[src/rtl/phy_irq_pkg.sv]
package phy_irq_pkg;
  localparam int REG_W  = 16;
  localparam int SRC_LO = 1;
  localparam int SRC_HI = 7;
  localparam int SRC_N  = SRC_HI - SRC_LO + 1;
  localparam logic SEL_FLAGS = 1'b0;
  localparam logic SEL_MASK  = 1'b1;

  typedef struct packed {
    logic flagRead;
    logic maskRead;
    logic maskWrite;
  } regStrobes_t;
endpackage

[src/rtl/phy_irq_ctrl.sv]
module phy_irq_ctrl
  import phy_irq_pkg::*;
(
  input  logic        clk,
  input  logic        rstN,
  input  logic        regRead,
  input  logic        regWrite,
  input  logic        regSel,
  output regStrobes_t strobes,
  output logic        rdValid
);
  always_comb begin
    strobes.flagRead  = regRead  && (regSel == SEL_FLAGS);
    strobes.maskRead  = regRead  && (regSel == SEL_MASK);
    strobes.maskWrite = regWrite && (regSel == SEL_MASK);
  end

  always_ff @(posedge clk or negedge rstN) begin
    if (!rstN) rdValid <= 1'b0;
    else       rdValid <= regRead;
  end
endmodule

[src/rtl/phy_irq_datapath.sv]
module phy_irq_datapath
  import phy_irq_pkg::*;
(
  input  logic              clk,
  input  logic              rstN,
  input  logic [SRC_HI:SRC_LO] events,
  input  regStrobes_t       strobes,
  input  logic [REG_W-1:0]  wrData,
  output logic [REG_W-1:0]  rdData,
  output logic              irq
);
  localparam logic [REG_W-1:0] IMPL_BITS =
    REG_W'(((1 << (SRC_HI + 1)) - 1) & ~((1 << SRC_LO) - 1));

  logic [REG_W-1:0] evFull;
  logic [REG_W-1:0] flagsQ, flagsNext;
  logic [REG_W-1:0] maskQ, maskNext;

  genvar b;
  generate
    for (b = 0; b < REG_W; b++) begin : gMap
      if (b >= SRC_LO && b <= SRC_HI) begin : gSrc
        assign evFull[b] = events[b];
      end else begin : gRsv
        assign evFull[b] = 1'b0;
      end
    end
  endgenerate

  always_comb begin
    flagsNext = (strobes.flagRead ? '0 : flagsQ) | evFull;
    maskNext  = strobes.maskWrite ? (wrData & IMPL_BITS) : maskQ;
  end

  always_ff @(posedge clk or negedge rstN) begin
    if (!rstN) begin
      flagsQ <= '0;
      maskQ  <= '0;
      irq    <= 1'b0;
      rdData <= '0;
    end else begin
      flagsQ <= flagsNext;
      maskQ  <= maskNext;
      irq    <= |(flagsNext & maskNext);
      if (strobes.flagRead)      rdData <= flagsQ;
      else if (strobes.maskRead) rdData <= maskQ;
    end
  end
endmodule

[src/rtl/phy_irq_unit.sv]
module phy_irq_unit
  import phy_irq_pkg::*;
(
  input  logic        clk,
  input  logic        rstN,
  input  logic        evEnergyOn,
  input  logic        evAnDone,
  input  logic        evRemoteFault,
  input  logic        evLinkLost,
  input  logic        evPartnerAck,
  input  logic        evParallelFault,
  input  logic        evPageRx,
  input  logic        regRead,
  input  logic        regWrite,
  input  logic        regSel,
  input  logic [15:0] wrData,
  output logic [15:0] rdData,
  output logic        rdValid,
  output logic        irq
);
  regStrobes_t strobes;
  logic [SRC_HI:SRC_LO] events;

  // fixed bit map, energy at the top, page received at the bottom
  assign events = {evEnergyOn, evAnDone, evRemoteFault, evLinkLost,
                   evPartnerAck, evParallelFault, evPageRx};

  phy_irq_ctrl uCtrl (
    .clk(clk), .rstN(rstN), .regRead(regRead), .regWrite(regWrite),
    .regSel(regSel), .strobes(strobes), .rdValid(rdValid)
  );

  phy_irq_datapath uData (
    .clk(clk), .rstN(rstN), .events(events), .strobes(strobes),
    .wrData(wrData), .rdData(rdData), .irq(irq)
  );
endmodule

[config.mk]
export PLATFORM = sky130hd
export DESIGN_NAME = phy_irq_unit
export DESIGN_NICKNAME = d
export VERILOG_FILES = /design/src/rtl/phy_irq_pkg.sv /design/src/rtl/phy_irq_ctrl.sv /design/src/rtl/phy_irq_datapath.sv /design/src/rtl/phy_irq_unit.sv
export SDC_FILE = /design/constraint.sdc
export NUM_CORES = 1
export LEC_CHECK = 0
export CAP_MARGIN = 20
export CORE_MARGIN = 2
export CORE_UTILIZATION = 45
export CTS_CLUSTER_DIAMETER = 30
export DETAILED_ROUTE_END_ITERATION = 8
export DONT_BUFFER_PORTS = 1
export SLEW_MARGIN = 20
export SYNTH_ARGS = -nofsm -noshare
export SYNTH_HDL_FRONTEND = slang
export SYNTH_SLANG_ARGS = --single-unit
[constraint.sdc]
create_clock -name clk -period 1.5 [get_ports clk]
set_input_delay 0.225 -clock clk [delete_from_list [all_inputs] [get_ports clk]]
set_output_delay 0.225 -clock clk [all_outputs]
set_load 0.02 [all_outputs]
==> results.txt <==
----------------------------------------------------
[Outcome]
  Outcome ... completed

[Worst setup path]
  Number of buffer and inverter instances along the worst setup path ... 0
  Endpoint required time on the critical path ... 1.66 ns
  Slowest cell on crit path ... sky130_fd_sc_hd__dfrtp_1
  Max FO, Critical Path ... 3
  Worst setup slack for register-to-register paths ... 0.13 ns
  Length in cells of the worst reg-to-reg path ... 4
  Crit Path Class ... reg2reg
  Data arrival time of the critical path ... 1.53 ns
  Capturing point of the worst reg2reg path ... uData.irq
  Largest stage delay on the critical path ... 0.41 ns
  Type of element capturing the critical path ... register
  Category of cells accounting for the largest share of critical-path delay ... compound AO/OA/AOI/OAI gates
  Worst reg2reg path startpoint ... uData.maskQ[11]
  Cells along the critical path ... a222oi_1 > nand3_1 > o211ai_1 > nand4_1
  Critical path launch point type ... register

[Clocking]
  Clock transition time at the flip-flop clock pins of the worst setup and hold paths ... 0.09 ns
  H-tree depth ... 2
  Clock Tree Buf Depth ... 2
  Total CTS buffers ... 5
  Number of setup buffers added after CTS ... 0
  Insertion delay of the later-clocked pin in the worst-skew pair ... 0.29 ns
  TritonCTS clock tree ... yes
  Number of sinks on the clock net ... 50
  Clock root buffer ... sky130_fd_sc_hd__clkbuf_8

[Synthesis]
  Dominant combinational cell family by area after synthesis ... multiplexers
  Most area-hungry cell type in the Yosys netlist ... sky130_fd_sc_hd__dfrtp_1
  Primary flip-flop cell chosen by synthesis mapping ... sky130_fd_sc_hd__dfrtp_1
  Share of synthesized cell area in and, or, nand and nor gates ... 10.68%
  Synthesized instance count ... 151
  Number of distinct standard cells referenced by the synthesized netlist ... 20
  Average cell area after synthesis ... 12.96 sq um
  Portion of the post-synthesis area used by sequential elements ... 63.94%
  Register bit total from synthesis ... 50
  Area fraction of the dominant cell type after synthesis ... 63.94%
  Top cells by instance count after synthesis ... sky130_fd_sc_hd__dfrtp_1, sky130_fd_sc_hd__and2_1, sky130_fd_sc_hd__a21oi_1, sky130_fd_sc_hd__mux2i_1, sky130_fd_sc_hd__nor2_1
  Cells taking the most area after synthesis ... sky130_fd_sc_hd__dfrtp_1, sky130_fd_sc_hd__mux2i_1, sky130_fd_sc_hd__and2_1
  Most instantiated library cell after synthesis ... sky130_fd_sc_hd__dfrtp_1
  Post-synth EDFFs ... 0
  Synthesized-area fraction occupied by ao, oa, aoi and oai cells ... 10.17%
  Xor/xnor share of the synthesized area ... 0%
  Adder and majority cell fraction of the synthesized area ... 0%
  Synth Warn # ... 0
  Mapped Area ... 1957 sq um
  Net Count, Synth ... 179
  Post-synth ARST share ... 100.0%
  Multiplexer share of the synthesized area ... 12.60%

[STA]
  Worst hold slack ... 0.02073 ns
  Final setup fails ... 0
  Worst Tran Pin Value ... 0.3348 ns
  Worst-case clock skew ... 0.006826 ns
  Max-slew headroom ... 77.68%
  Min cycle time layout ... 1.367 ns
  FMAX ... 731.7 MHz
  Final worst slack ... 0.1333 ns
  Number of pins with negative max-slew slack in the final report ... 0
  Final period util ... 91.12%
  Final Hold Vio Count ... 0
  Unrepaired setup endpoints after global routing ... false
  Setup TNS ... 0 ns

[Finish]
  Diodes inserted ... 0
  Final net count ... 181
  Register cell area after layout ... 1251 sq um
  Post-route non-filler standard cell count ... 204
  Post-Layout Inst Area ... 2168 sq um
  Final Util ... 53.06%
  Synthesis-to-finish area growth ... 10.81%
  Total area of multi-input combinational cells ... 654.4 sq um
  Fillers ... 354
  Layout cell share with drive strength beyond 1 ... 9.091%

[Power and ir drop]
  Max rail drop VDD ... 0.6148 mV
  Leakage power summed over all cells ... 1.008 nW
  Total power draw ... 2.855 mW
  Power density of the placed cells ... 1317 nW/um^2

[Global route]
  Via count of the first global-routing pass ... 1254
  Pin count of the biggest net entering global routing ... 51
  First-pass GRT wire length ... 5.913 mm
  Total overflow reported by the global router ... 0
  Initial antenna violation count ... 0
  All-Layer GR Usage ... 15.18%

[Routing]
  Routed vias/inst ... 5.525
  Initial DRC count ... 57
  Vias after detailed routing ... 1127
  Number of nets with antenna violations after routing ... 0
  Total length of routed wires ... 3.592 mm
  Iteration count of the initial detailed-routing pass ... 4
  Number of remaining DRC errors ... 0
  Average wire length per cell after detail routing ... 17.61 um

[Floorplan]
  Cell row count ... 23
  Die outline width ... 69.95 um
  Std-Cell Core Area ... 4086 sq um
  Y dimension of the die ... 69.95 um
  I/O Pins ... 46
  Initial core utilization ... 47.89%
  Full die area ... 4892 sq um

[Placement]
  Total of buffers placed on input and output ports ... 0
  Worst-case setup slack after placement ... 0.1145 ns
  Standard cell area after detailed placement ... 1968 sq um
  Final HPWL from detailed placement ... 2.232 mm
  # placed instances ... 192
  Routability Congestion ... 0.7721

[Worst hold path]
  Worst Hold Path EP ... uData.rdData[0]
  Number of stages on the worst hold path ... 1
  Worst hold path class ... in2reg
  Hold path startpoint ... regRead

[Flow run]
  Max-cap violation count ... 0

----------------------------------------------------
kinds of logic after synthesis:
| logic type | count (synthesis) |
|---|---|
| DFF | 50 |
| and+or+nand+nor | 38 |
| AOI/OAI and AO/OA | 31 |
| muxes | 23 |
| buffers and inverters | 9 |
cell type report:
type                    instances  area share [%]
multi-input cells              92           30.18
well taps                      50           2.885
flip-flops and latches         50           57.70
clock buffers                   6           3.808
repair buffers                  4           2.654
clock inverters                 2           2.770
flip-flops by register name (all words and copies together), names as in the netlist:
signal / count
uData.flagsQ: 16
uData.maskQ: 16
uData.rdData: 16
uCtrl.rdValid: 1
uData.irq: 1
how the worst max path moves through the flow:
stage	start	to	slack, ns	cells after the start
detailed placement	uData.maskQ[11]	uData.irq	0.11	4
global route	uData.maskQ[11]	uData.irq	0.04	4
floorplan	regSel	uData.irq	0.18	6
finish	uData.maskQ[11]	uData.irq	0.13	4
global placement	regSel	uData.irq	0.13	4
CTS	uData.maskQ[11]	uData.irq	0.11	4
where the power goes:
group | internal, mW | total, mW | switching [mW]
Clock | 0.711 | 1.12 | 0.413
Sequential | 1.43 | 1.54 | 0.108
Combinational | 0.0935 | 0.191 | 0.0972
Total | 2.24 | 2.86 | 0.619
cells in the final DEF, fill, tap and decap left out:
| cell type | count |
|---|---|
| sky130_fd_sc_hd__bufinv_16 | 2 |
| sky130_fd_sc_hd__dfrtp_1 | 50 |
| sky130_fd_sc_hd__a22o_1 | 1 |
| sky130_fd_sc_hd__buf_16 | 1 |
| sky130_fd_sc_hd__mux2_1 | 4 |
| sky130_fd_sc_hd__nand4_1 | 1 |
| sky130_fd_sc_hd__nand2_4 | 1 |
| sky130_fd_sc_hd__a22oi_1 | 4 |
| sky130_fd_sc_hd__a21oi_1 | 16 |
| sky130_fd_sc_hd__mux2_4 | 2 |
| sky130_fd_sc_hd__clkbuf_8 | 6 |
| sky130_fd_sc_hd__nand2b_4 | 1 |
| sky130_fd_sc_hd__dlygate4sd3_1 | 3 |
| sky130_fd_sc_hd__and2_1 | 18 |
| sky130_fd_sc_hd__nor2_1 | 16 |
| sky130_fd_sc_hd__a21o_1 | 7 |
| sky130_fd_sc_hd__o211ai_1 | 1 |
| sky130_fd_sc_hd__mux2_2 | 1 |
| sky130_fd_sc_hd__a222oi_1 | 2 |
| sky130_fd_sc_hd__mux2i_1 | 16 |
| sky130_fd_sc_hd__nand3_1 | 1 |
routing by layer:
metal	track usage (%)	vias to the layer above	part of all wire [%]
li1	-	533	-
met1	18.27	562	44
met2	25.61	25	50
met3	4.618	7	5.0
met4	5.769	0	1.4
met5	0	-	0
repair_timing:
item                      CTS  global route
hold endpoints to repair   54             5
hold buffers                3             1
resized for setup           0             0
(Power assumes the default switching activity.)
